===== src/rtl/pd_pkg.sv =====
// Package: shared types for the activity-based power-down controller.
// Assumes: nothing beyond IEEE 1800-2017.
package pd_pkg;

    // Operating mode of the controller
    typedef enum logic [1:0] {
        PD_AWAKE  = 2'd0,
        PD_ASLEEP = 2'd1,
        PD_WAKING = 2'd2
    } pd_mode_e;

endpackage


===== src/rtl/pd_edge_det.sv =====
// Module: pd_edge_det
// Compares each sample of the monitored vector with the previous one and
// flags any difference. Assumes a synchronous active-low reset. The sample
// taken during reset becomes the baseline, so reset release is not a change.
module pd_edge_det #(
    parameter int W = 8
) (
    input  logic         clk,
    input  logic         rst_n,
    input  logic [W-1:0] sample_i,
    output logic         change_o
);

    logic [W-1:0] prev_q;

    // Keep the previous sample (the baseline while in reset)
    always_ff @(posedge clk) begin
        prev_q <= sample_i;
    end

    // Any differing bit counts as activity, except while in reset
    always_comb begin
        change_o = rst_n && (|(sample_i ^ prev_q));
    end

endmodule


===== src/rtl/pd_idle_timer.sv =====
// Module: pd_idle_timer
// Counts quiet edges since the last change and saturates at LIMIT. Reports
// combinationally when the count reaches LIMIT at the coming edge.
// Assumes LIMIT >= 1.
module pd_idle_timer #(
    parameter int LIMIT = 2
) (
    input  logic clk,
    input  logic rst_n,
    input  logic change_i,
    output logic full_nxt_o
);

    localparam int CW = $clog2(LIMIT + 1);
    localparam logic [CW-1:0] CNT_MAX = CW'(LIMIT);
    localparam logic [CW-1:0] CNT_PRE = CW'(LIMIT - 1);

    logic [CW-1:0] cnt_q;

    // Clear on activity, otherwise count up to the saturation point
    always_ff @(posedge clk) begin
        if (!rst_n) begin
            cnt_q <= '0;
        end else if (change_i) begin
            cnt_q <= '0;
        end else if (cnt_q != CNT_MAX) begin
            cnt_q <= cnt_q + CW'(1);
        end
    end

    // The count reaches the limit at the next edge when quiet now
    always_comb begin
        full_nxt_o = !change_i && (cnt_q >= CNT_PRE);
    end

endmodule


===== src/rtl/pd_mode_fsm.sv =====
// Module: pd_mode_fsm
// Sequences the awake, asleep and waking modes. It requests a capture of the
// outputs on every entry into sleep and times the wake latency.
// Assumes WAKE_LAT >= 0 and inputs from pd_edge_det and pd_idle_timer.
module pd_mode_fsm
    import pd_pkg::*;
#(
    parameter int WAKE_LAT = 1
) (
    input  logic     clk,
    input  logic     rst_n,
    input  logic     change_i,
    input  logic     idle_full_i,
    output pd_mode_e mode_o,
    output logic     capture_o
);

    localparam int WW = (WAKE_LAT < 1) ? 1 : $clog2(WAKE_LAT + 1);
    localparam logic [WW-1:0] LAT_LOAD = WW'(WAKE_LAT);

    pd_mode_e      mode_q, mode_nxt;
    logic [WW-1:0] wcnt_q, wcnt_nxt;

    // Next-mode and wake-counter decisions
    always_comb begin
        mode_nxt  = mode_q;
        wcnt_nxt  = wcnt_q;
        capture_o = 1'b0;
        case (mode_q)
            PD_AWAKE: begin
                if (idle_full_i) begin
                    mode_nxt  = PD_ASLEEP;
                    capture_o = 1'b1;
                end
            end
            PD_ASLEEP: begin
                if (change_i) begin
                    if (WAKE_LAT == 0) begin
                        mode_nxt = PD_AWAKE;
                    end else begin
                        mode_nxt = PD_WAKING;
                        wcnt_nxt = LAT_LOAD;
                    end
                end
            end
            PD_WAKING: begin
                if (idle_full_i) begin
                    mode_nxt  = PD_ASLEEP;
                    capture_o = 1'b1;
                    wcnt_nxt  = '0;
                end else if (wcnt_q <= WW'(1)) begin
                    mode_nxt = PD_AWAKE;
                    wcnt_nxt = '0;
                end else begin
                    wcnt_nxt = wcnt_q - WW'(1);
                end
            end
            default: begin
                mode_nxt = PD_AWAKE;
                wcnt_nxt = '0;
            end
        endcase
    end

    // Mode and wake-counter registers
    always_ff @(posedge clk) begin
        if (!rst_n) begin
            mode_q <= PD_AWAKE;
            wcnt_q <= '0;
        end else begin
            mode_q <= mode_nxt;
            wcnt_q <= wcnt_nxt;
        end
    end

    // Expose the current mode
    always_comb begin
        mode_o = mode_q;
    end

endmodule


===== src/rtl/pd_out_hold.sv =====
// Module: pd_out_hold
// Holds a copy of the live outputs taken on capture and selects between the
// held copy and the live vector. Assumes capture comes from pd_mode_fsm.
module pd_out_hold #(
    parameter int W = 8
) (
    input  logic         clk,
    input  logic         rst_n,
    input  logic         capture_i,
    input  logic         use_hold_i,
    input  logic [W-1:0] live_i,
    output logic [W-1:0] out_o
);

    logic [W-1:0] hold_q;

    // Load the hold register only on a capture request
    always_ff @(posedge clk) begin
        if (!rst_n) begin
            hold_q <= '0;
        end else if (capture_i) begin
            hold_q <= live_i;
        end
    end

    // Drive the held copy or the live vector
    always_comb begin
        out_o = use_hold_i ? hold_q : live_i;
    end

endmodule


===== src/rtl/pd_activity_ctrl.sv =====
// Module: pd_activity_ctrl (top)
// Activity-based automatic power-down controller. Sleeps after IDLE_CYC quiet
// edges on mon_i and wakes on any change. Outputs are held while asleep and
// for WAKE_LAT cycles after waking. Assumes IDLE_CYC >= 1 and a synchronous
// active-low reset.
module pd_activity_ctrl
    import pd_pkg::*;
#(
    parameter int MON_W    = 8,
    parameter int OUT_W    = 8,
    parameter int IDLE_CYC = 2,
    parameter int WAKE_LAT = 1
) (
    input  logic             clk,
    input  logic             rst_n,
    input  logic [MON_W-1:0] mon_i,
    input  logic [OUT_W-1:0] live_i,
    output logic [OUT_W-1:0] out_o,
    output logic             sleep_o,
    output logic             wake_busy_o
);

    logic     change;
    logic     idle_full;
    logic     capture;
    pd_mode_e mode;

    pd_edge_det #(.W(MON_W)) u_edge (
        .clk      (clk),
        .rst_n    (rst_n),
        .sample_i (mon_i),
        .change_o (change)
    );

    pd_idle_timer #(.LIMIT(IDLE_CYC)) u_idle (
        .clk        (clk),
        .rst_n      (rst_n),
        .change_i   (change),
        .full_nxt_o (idle_full)
    );

    pd_mode_fsm #(.WAKE_LAT(WAKE_LAT)) u_fsm (
        .clk         (clk),
        .rst_n       (rst_n),
        .change_i    (change),
        .idle_full_i (idle_full),
        .mode_o      (mode),
        .capture_o   (capture)
    );

    // Decode the mode flags
    always_comb begin
        sleep_o     = (mode == PD_ASLEEP);
        wake_busy_o = (mode == PD_WAKING);
    end

    pd_out_hold #(.W(OUT_W)) u_hold (
        .clk        (clk),
        .rst_n      (rst_n),
        .capture_i  (capture),
        .use_hold_i (sleep_o || wake_busy_o),
        .live_i     (live_i),
        .out_o      (out_o)
    );

endmodule


===== config.mk =====
export PLATFORM = sky130hd
export DESIGN_NAME = pd_activity_ctrl
export DESIGN_NICKNAME = d
export VERILOG_FILES = /design/src/rtl/pd_pkg.sv /design/src/rtl/pd_edge_det.sv /design/src/rtl/pd_idle_timer.sv /design/src/rtl/pd_mode_fsm.sv /design/src/rtl/pd_out_hold.sv /design/src/rtl/pd_activity_ctrl.sv
export SDC_FILE = /design/constraint.sdc
export NUM_CORES = 1
export LEC_CHECK = 0
export ABC_AREA = 0
export BUFFER_PORTS_ARGS = -buffer_cell sky130_fd_sc_hd__buf_2
export CAP_MARGIN = 20
export CORE_MARGIN = 8
export CORE_UTILIZATION = 40
export DETAILED_ROUTE_END_ITERATION = 12
export PLACE_DENSITY = 0.65
export SETUP_SLACK_MARGIN = 0.4
export SYNTH_ARGS = -nofsm -noshare
export SYNTH_HDL_FRONTEND = slang
export SYNTH_HIERARCHICAL = 1
export SYNTH_SLANG_ARGS = --single-unit
export TNS_END_PERCENT = 10

===== constraint.sdc =====
create_clock -name clk -period 2.1 [get_ports clk]
set_input_delay 0.315 -clock clk [delete_from_list [all_inputs] [get_ports clk]]
set_output_delay 0.315 -clock clk [all_outputs]
set_load 0.02 [all_outputs]

; ---- Word-level counts from Yosys, hierarchy flattened
; Index checks and enable logic that the tools add are counted.
[word_totals]
register_bits = 21
in_bits = 18
out_inout_bits = 10
word_cells = 40
[classes]
addsub = 2
magnitude_cmp = 2
n_eq_ne = 6
n_mux = 12
n_bitwise = 3
n_reduce_logical = 10
[ops]
columns = cell, n
row1 = 2-to-1 mux 2 bit, 4
row2 = 2-to-1 mux 8 bit, 1
row3 = OR reduction 8 bit, 1
row4 = XOR 8 bit, 1
row5 = case mux 2 bit (3 select lines), 1
row6 = 2-to-1 mux 1 bit, 5
row7 = "inequality test 2 bit, second input constant", 2
row8 = OR reduction 2 bit, 2
row9 = "inequality test 3 x 1 -> 1 bit, second input constant", 1
row10 = case mux 1 bit (3 select lines), 1
row11 = AND reduction 3 bit, 1
row12 = "adder 2 x 1 -> 2 bit, second input constant", 1
row13 = "equality test 2 x 1 -> 1 bit, second input constant", 1
row14 = "equality test 2 bit, second input constant", 1
row15 = ">= comparator 2 x 1 -> 1 bit, second input constant", 1
row16 = logical AND 1 bit, 2
row17 = logical NOT 2 bit, 1
row18 = "inequality test 2 x 1 -> 1 bit, second input constant", 1
row19 = NOT 1 bit, 2
row20 = AND reduction 2 bit, 1
row21 = "less-or-equal comparator 1 bit, second input constant", 1
row22 = logical NOT 1 bit, 1
row23 = logical OR 1 bit, 1
row24 = "subtractor 1 bit, second input constant", 1

; ---- Longest topological paths before layout
; Gate-level depths: netlist of the first run.
[depth]
ltp_word = 7
ltp_mapped = 8
mapped_depth_nobuf = 7

; ---- By module
; The synthesis of the first run kept the hierarchy.
[modules_own_cells]
columns = mod, instances, cells_each, area_per_inst_um2, seq_area_each_um2
row1 = pd_out_hold, 1, 34, 432.9, 160.2
row2 = pd_edge_det, 1, 19, 250.2, 160.2
row3 = pd_idle_timer, 1, 12, 108.9, 40.0
row4 = pd_mode_fsm, 1, 6, 77.6, 40.0
row5 = pd_activity_ctrl, 1, 5, 36.3, 0.0

; ---- Worst setup path after synthesis of the first run
; Ideal clock, no wire load.
[synth_path]
path_type = input -> register
startpoint = input mon_i[6]
endpoint = register u_hold.hold_q[0]
setup_time_ns = 0.116
arrival_time_ns = 1.484
required_time_ns = 1.984
path_slack_ns = 0.500
path_stages = 8
n_path_buf = 1
path_cell_list = xor2_1 > nor4_1 > a21boi_1 > nor2_1 > nor2b_1 > buf_6 > mux2i_1 > nor2b_1
[synth_via]
elab_chain_len = 7
[synth_rtl]
columns = element, line
row1 = start: declaration, pd_activity_ctrl.sv:16  ; input logic [MON_W-1:0] mon_i,
row2 = XOR 8 bit, pd_edge_det.sv:23  ; change_o = rst_n && (|(sample_i ^ prev_q));
row3 = OR reduction 8 bit, pd_edge_det.sv:23
row4 = logical AND 1 bit, pd_edge_det.sv:23
row5 = named net change, pd_activity_ctrl.sv:23  ; logic change;
row6 = logical NOT 1 bit, pd_idle_timer.sv:33  ; full_nxt_o = !change_i && (cnt_q >= CNT_PRE);
row7 = logical AND 1 bit, pd_idle_timer.sv:33
row8 = named net idle_full, pd_activity_ctrl.sv:24  ; logic idle_full;
row9 = 2-to-1 mux 1 bit, "pd_mode_fsm.sv:31, pd_mode_fsm.sv:47"
row10 = 2-to-1 mux 1 bit, --
row11 = named net capture, pd_activity_ctrl.sv:25  ; logic capture;
row12 = end signal: assignment, pd_out_hold.sv:22  ; hold_q <= live_i;
row13 = end: declaration, pd_out_hold.sv:15  ; logic [W-1:0] hold_q;
; The timed path passes the listed nets, and every way through them passes these cells.
; A chain may end at the register's enable or synchronous reset.

; ---- Final worst setup path of the first run
[layout_path]
startpoint = register u_fsm.mode_q[0] (netlist: u_fsm/mode_o[0])
endpoint = output out_o[6]
[layout_via]
elab_chain_len = 3
word_cells_on_any_way = 4
classes_between = eq/ne: 2 / mux: 1 / reduce/logical: 1
[layout_rtl]
columns = element, line
row1 = start: declaration, pd_mode_fsm.sv:21  ; pd_mode_e mode_q, mode_nxt;
row2 = start signal: assignment, pd_mode_fsm.sv:71  ; mode_q <= mode_nxt;
row3 = equality test 2 x 1 -> 1 bit / equality test 2 bit (equally long branches), "pd_activity_ctrl.sv:53, pd_activity_ctrl.sv:54"
row4 = logical OR 1 bit (*), pd_activity_ctrl.sv:61  ; .use_hold_i (sleep_o || wake_busy_o),
row5 = 2-to-1 mux 8 bit (*), pd_out_hold.sv:28  ; out_o = use_hold_i ? hold_q : live_i;
row6 = end: declaration, pd_activity_ctrl.sv:18  ; output logic [OUT_W-1:0] out_o,
; Mark *: on every way between the ends. The rest lies on a longest branch, timed or not.

==> results.md, run 1 <==
* CTS tree: done
* Most frequent cells in the layout: buf_2, dfxtp_1, xor2_1, nor2b_1, mux2i_1
* Via count at 622
* Maximum vdd ir drop at 0.4397 mV
* CP Launch Type: flop
* Die X at 63.59 um
* Critical path's most frequent cell: inv_2
* Worst slew margin at 81.70%
* Worst Hold Class: input pin to flop
* Largest net degree at the start of global routing at 13
* Setup_tns at 0 ns
* Placed insts at 131
* Full die area at 0.004044 sq mm
* WL met2 at 781 um
* N_diodes at 0
* Initial Util at 41.75%
* Pwr dens at 650.2 mW/mm^2
* I/O pin cnt at 28
* Reg clk slew, reported paths at 0.10 ns
* Congestion Overflow GR at 0
* Post-synthesis sequential area ratio at 44.20%
* WS Path Type: flop to output pin
* Critical Path Max Stage Delay at 0.36 ns
* Critical Path AT at 1.54 ns
* HPWL after DPL at 1228 um
* Highest routed layer: met4
* Drt pass-1 iters at 3
* Critical Path, Cell by Cell: inv_2 > ha_4 > inv_2 > buf_8 > mux2_4 > buf_6
* Max Fclk at 0.5403 GHz
* Most common cell after layout, fill and taps aside: buf_2
* Core area at 0.002170 sq mm
* Row cnt at 17
* H-tree depth at 1
* Post-Syn Area at 905.9 sq um
* Clock Latency Late Sink at 0.29 ns
* Endpoint type of the worst setup path: output pin
* Wire per inst at 11.51 um
* Avg Vias per Cell at 4.507
* Layout area overhead at 32.73%
* Clock Skews at 0.002785 ns
* Port buffer count at 27
* Root buffer cell: clkbuf_4
* Initial antenna violation count at 0
* Gpl congestion at 0.7043
* Min Clock Period, post-route at 1.851 ns
* Gr usage total at 8.111%
* Syn Nets at 98
* Worst Path Buf+Inv at 4
* Average size of a mapped cell at 11.92 sq um
* Non-filler instance count after layout at 138
* Post-synth cell types at 15
* Clk sinks at 20
* Final WL at 1589 um
* Pwr Total at 0.7818 mW
* Status: finished clean
* Crit Path Max Fanout at 8
* Worst Tran Pin Value at 0.2720 ns
* Metal-1 WL at 665 um
* Clock Tree Buf Depth at 2
* Max-slew violation count at 0
* Critical-path top delay cell: dfxtp_2
* CP delay by family, top: flip-flops
* # DRC at 0
* Layout cell share with drive strength beyond 1 at 46.36%
* Req. time, crit path at 1.78 ns
* First-pass GRT wire length at 2697 um
* Unrepaired setup endpoints after global routing: yes
* Hold violation count in the final report at 0
* Hold slack at 0.1420 ns
* Final setup violation count at 0
* CTS buffer count at 3
* Yosys warnings at 6
* Fin nets at 133
* Routed Antenna Nets at 0
* Die Ht at 63.59 um
* Cell count after synthesis at 76
* Final Cycle Share at 88.13%
* # Max-Cap Violations at 0
* Drt first-iter violations at 10
* Routed length on met3 at 131 um
* Flops & latches, synth at 20
* Vias in the first global route at 638
* Leak pwr at 0.5388 nW
==> layer usage <==
| layer | up-vias | GRT usage [%] |
|---|---|---|
| met5 | - | 0 |
| met1 | 284 | 9.008 |
| met4 | 0 | 4.178 |
| li1 | 318 | - |
| met2 | 18 | 12.67 |
| met3 | 2 | 3.710 |
==> synthesized netlist by cell type <==
cell,count,area (sq um)
a21boi_1,1,7.510
and4b_2,1,11.26
buf_6,2,22.52
dfxtp_1,20,400.4
ha_1,4,50.05
inv_1,5,18.77
mux2_4,8,120.1
mux2i_1,9,90.09
nand2b_1,1,6.260
nor2_1,3,11.26
nor2b_1,9,56.30
nor3b_2,1,12.51
nor4_1,2,12.51
o21a_1,1,7.510
xor2_1,9,78.83
==> report_power, final <==
part / total [mW] / internal, mW / switching, mW
clock: 0.212 / 0.105 / 0.106
combinational: 0.163 / 0.0919 / 0.0714
sequential: 0.407 / 0.397 / 0.00947
==> worst paths after layout <==
check	start	end	slack, ns	depth (start not counted)
max	u_fsm/mode_o[0]$_SDFFE_PN0P_	out_o[6]	0.25	6
min	mon_i[4]	u_edge/prev_q[4]$_DFF_P_	0.14	1
max reg2reg	u_edge/prev_q[6]$_DFF_P_	u_hold/hold_q[3]$_SDFFE_PN0P_	0.38	8
min reg2reg	u_hold/hold_q[6]$_SDFFE_PN0P_	u_hold/hold_q[6]$_SDFFE_PN0P_	0.53	2
==> area by class of cell <==
class                      count  area (sq um)
clock buffer                   4         36.28
fill                         211         967.2
inverter                       5         18.77
multi-input combinational     49         476.7
sequential                    20         405.4
tap                           28         35.03
timing repair buffer          32         230.2
==> repair_timing <==
item / in CTS / in global routing
gates cloned: 0 / 0
setup buffers: 2 / 1
setup endpoints to repair: 16 / 17
pin swaps: 1 / 1
hold buffers: 0 / 0
resized for setup: 24 / 0
==> state kept, by name, indices dropped and copies added, names as in the netlist <==
register,flops
u_fsm/mode_o,2
u_hold/hold_q,8
u_edge/prev_q,8
u_idle/cnt_q,2
==> metrics by stage <==
step	util [%]	worst slack, ns	area (sq um)
floorplan	-	0.5000	905.9
detailed placement	49.25	0.2210	1069
global route	55.42	0.1842	1202
finish	55.42	0.2492	1202
CTS	55.07	0.2244	1195
global placement	49.25	0.2200	1069
==> logic make-up (layout without fill, tap and decap cells) <==
logic type               count (synthesis)  in the layout  synth area share, %
flip-flops                              20             20                44.20
multiplexers                            17             17                23.21
AND/OR/NAND/NOR                         17             17                12.15
XOR/XNOR                                 9              9                8.702
buffers and inverters                    7             41                4.558
adder cells (fa/ha/maj)                  4              4                5.525
AO/OA/AOI/OAI                            2              2                1.658
Note: power is estimated with default switching activity, not from simulation.
==> run 2, diff against run 1 <==
Settings changed: BUFFER_PORTS_ARGS -buffer_cell sky130_fd_sc_hd__buf_2 to not set, DONT_BUFFER_PORTS set to 1, PLACE_DENSITY 0.65 to 0.54.
==> results.md, run 2 (same netlist as run 1, synthesis figures left out) <==
* Worst Path Buf+Inv at 2 (was 4)
* Initial Util at 41.75% (unchanged)
* Flop pwr share at 59.0% (was 52.0%)
* Hold path depth at 0 (was 1)
* Final Cycle Share at 90.60% (was 88.13%)
* HPWL after DPL at 1154 um (was 1228 um)
* Critical Path Max Stage Delay at 0.41 ns (was 0.36 ns)
* Clk sinks at 20 (unchanged)
* Clk pwr share at 25.1% (was 27.1%)
* Full die area at 0.004044 sq mm (unchanged)
* Layout cell share with drive strength beyond 1 at 26.58% (was 46.36%)
* Setup_tns at 0 ns (unchanged)
* Wire per inst at 14.48 um (was 11.51 um)
* Worst R2R Path Depth at 8 (unchanged)
* P_int at 0.5196 mW (was 0.5945 mW)
* Initial antenna violation count at 0 (unchanged)
* Critical-path top delay cell: mux2_4 (was dfxtp_2)
* Hold_sp: mon_i[0] (was mon_i[4])
* First-pass GRT wire length at 2553 um (was 2697 um)
* Die X at 63.59 um (unchanged)
* Most frequent cells in the layout: dfxtp_1, xor2_1, nor2b_1, mux2i_1, mux2_4 (was buf_2, dfxtp_1, xor2_1, nor2b_1, mux2i_1)
* Status: finished clean (unchanged)
* Hold violation count in the final report at 0 (unchanged)
* R2R Path Start: u_edge/prev_q[6]$_DFF_P_ (unchanged)
* Endpoint type of the worst setup path: output pin (unchanged)
* CTS tree: done (unchanged)
* Combinational share of power at 15.9% (was 20.9%)
* Vias in the first global route at 528 (was 638)
* R2R setup slack at 0.35 ns (was 0.38 ns)
* Worst Tran Pin Value at 0.2790 ns (was 0.2720 ns)
* Reg2Reg Capture Point: u_hold/hold_q[6]$_SDFFE_PN0P_ (was u_hold/hold_q[3]$_SDFFE_PN0P_)
* Clock Tree Buf Depth at 2 (unchanged)
* CP delay by family, top: multiplexers (was flip-flops)
* Unrepaired setup endpoints after global routing: yes (unchanged)
* Congestion Overflow GR at 0 (unchanged)
* # DRC at 0 (unchanged)
* Layout area overhead at 8.287% (was 32.73%)
* Worst slew margin at 81.36% (was 81.70%)
* Clock Skews at 0.002351 ns (was 0.002785 ns)
* Gpl congestion at 0.6155 (was 0.7043)
* Critical Path AT at 1.59 ns (was 1.54 ns)
* Core area at 0.002170 sq mm (unchanged)
* Row cnt at 17 (unchanged)
* Die Ht at 63.59 um (unchanged)
* Worst Hold Class: input pin to flop (unchanged)
* Reg clk slew, reported paths at 0.10 ns (about the same)
* Most common cell after layout, fill and taps aside: dfxtp_1 (was buf_2)
* Placed insts at 103 (was 131)
* Req. time, crit path at 1.78 ns (about the same)
* Maximum vdd ir drop at 0.4657 mV (was 0.4397 mV)
* P_sw at 0.1713 mW (was 0.1873 mW)
* Root buffer cell: clkbuf_4 (unchanged)
* Regs by FF count: u_edge/prev_q (8), u_hold/hold_q (8) (unchanged)
* H-tree depth at 1 (unchanged)
* Avg Vias per Cell at 4.729 (was 4.507)
* Largest net degree at the start of global routing at 13 (unchanged)
* Hold buffer count at CTS at 0 (unchanged)
* Final setup violation count at 0 (unchanged)
* Max Fclk at 0.5256 GHz (was 0.5403 GHz)
* WS Path Type: flop to output pin (unchanged)
* Port buffer count at 0 (was 27)
* Fin nets at 103 (was 133)
* # Max-Cap Violations at 0 (unchanged)
* Min Clock Period, post-route at 1.903 ns (was 1.851 ns)
* Pwr dens at 704.3 mW/mm^2 (was 650.2 mW/mm^2)
* Non-filler instance count after layout at 107 (was 138)
* I/O pin cnt at 28 (unchanged)
* Pwr Total at 0.6909 mW (was 0.7818 mW)
* Drt first-iter violations at 4 (was 10)
* CP Launch Type: flop (unchanged)
* Hold worst-path end: u_edge/prev_q[0]$_DFF_P_ (was u_edge/prev_q[4]$_DFF_P_)
* Finished Core Util at 45.21% (was 55.42%)
* Critical Path, Cell by Cell: inv_2 > ha_4 > clkinvlp_4 > mux2_4 (was inv_2 > ha_4 > inv_2 > buf_8 > mux2_4 > buf_6)
* Drt pass-1 iters at 4 (was 3)
* Via count at 506 (was 622)
* CTS buffer count at 3 (unchanged)
* Net Sw Frac at 24.80% (was 23.96%)
* Gr usage total at 7.836% (was 8.111%)
* Max-slew violation count at 0 (unchanged)
* Routed Antenna Nets at 0 (unchanged)
* N_diodes at 0 (unchanged)
* Clock Latency Late Sink at 0.29 ns (about the same)
* Crit Path Max Fanout at 8 (unchanged)
* Final WL at 1549 um (was 1589 um)
* Leak pwr at 0.3810 nW (was 0.5388 nW)
[run 2: cell type report]
class                           count  area [sq um]
Fill cell                         220          1189
Tap cell                           28         35.03
Inverter                            5         22.52
Clock buffer                        3         22.52
Sequential cell                    20         402.9
Timing Repair Buffer                2         15.01
Multi-Input combinational cell     49         483.0
[run 2: worst reg2reg max path, cell delays in order (launching register included)]
cell      delay [ns]
dfxtp_1         0.32
xor2_1          0.16
nor4_2          0.28
a21boi_1        0.15
nor2_1          0.09
nor2b_1         0.16
buf_4           0.22
mux2i_1         0.21
nor2b_1         0.07
[run 2: repair_timing]
action | in CTS | in global routing
resized for setup | 5 | 1
setup buffers | 1 | 0
cloned | 0 | 0
setup endpoints to repair | 16 | 16
pin swaps | 0 | 0
[run 2: worst max-delay path by stage]
stage | slack (ns) | cells after the start | start | end
4_1_cts | 0.17 | 4 | u_fsm/mode_o[0]$_SDFFE_PN0P_ | out_o[0]
3_5_place_dp | 0.29 | 8 | mon_i[6] | u_hold/hold_q[4]$_SDFFE_PN0P_
2_1_floorplan | 0.50 | 8 | mon_i[6] | u_hold/hold_q[0]$_SDFFE_PN0P_
6_report | 0.20 | 4 | u_fsm/mode_o[0]$_SDFFE_PN0P_ | out_o[0]
5_1_grt | 0.12 | 4 | u_fsm/mode_o[0]$_SDFFE_PN0P_ | out_o[0]
3_3_place_gp | 0.30 | 8 | mon_i[6] | u_hold/hold_q[2]$_SDFFE_PN0P_
[run 2: per-layer routing]
metal | global-route usage, % | vias to the layer above | wire (um)
li1 | - | 258 | -
met4 | 4.178 | 0 | 16
met5 | 0 | - | 0
met1 | 7.530 | 230 | 614
met2 | 13.31 | 16 | 749
met3 | 4.064 | 2 | 168
[run 2: through the flow]
step	hold WS [ns]	cell area [sq um]	setup slack, ns
3_3_place_gp	0.3428	925.9	0.2963
4_1_cts	0.02833	974.7	0.1739
5_1_grt	0.01200	980.9	0.1161
3_5_place_dp	0.3429	925.9	0.2854
6_report	0.04158	980.9	0.1974
2_1_floorplan	0.3427	905.9	0.5000
[run 2: power groups by stage]
stage / logic (mW) / registers (mW) / clock network (mW)
final: 0.110 / 0.408 / 0.173
after global routing: 0.119 / 0.410 / 0.202
after CTS: 0.110 / 0.408 / 0.187
after detailed placement: 0.104 / 0.417 / 0
after global placement: 0.102 / 0.416 / 0
after floorplan: 0.0970 / 0.414 / 0
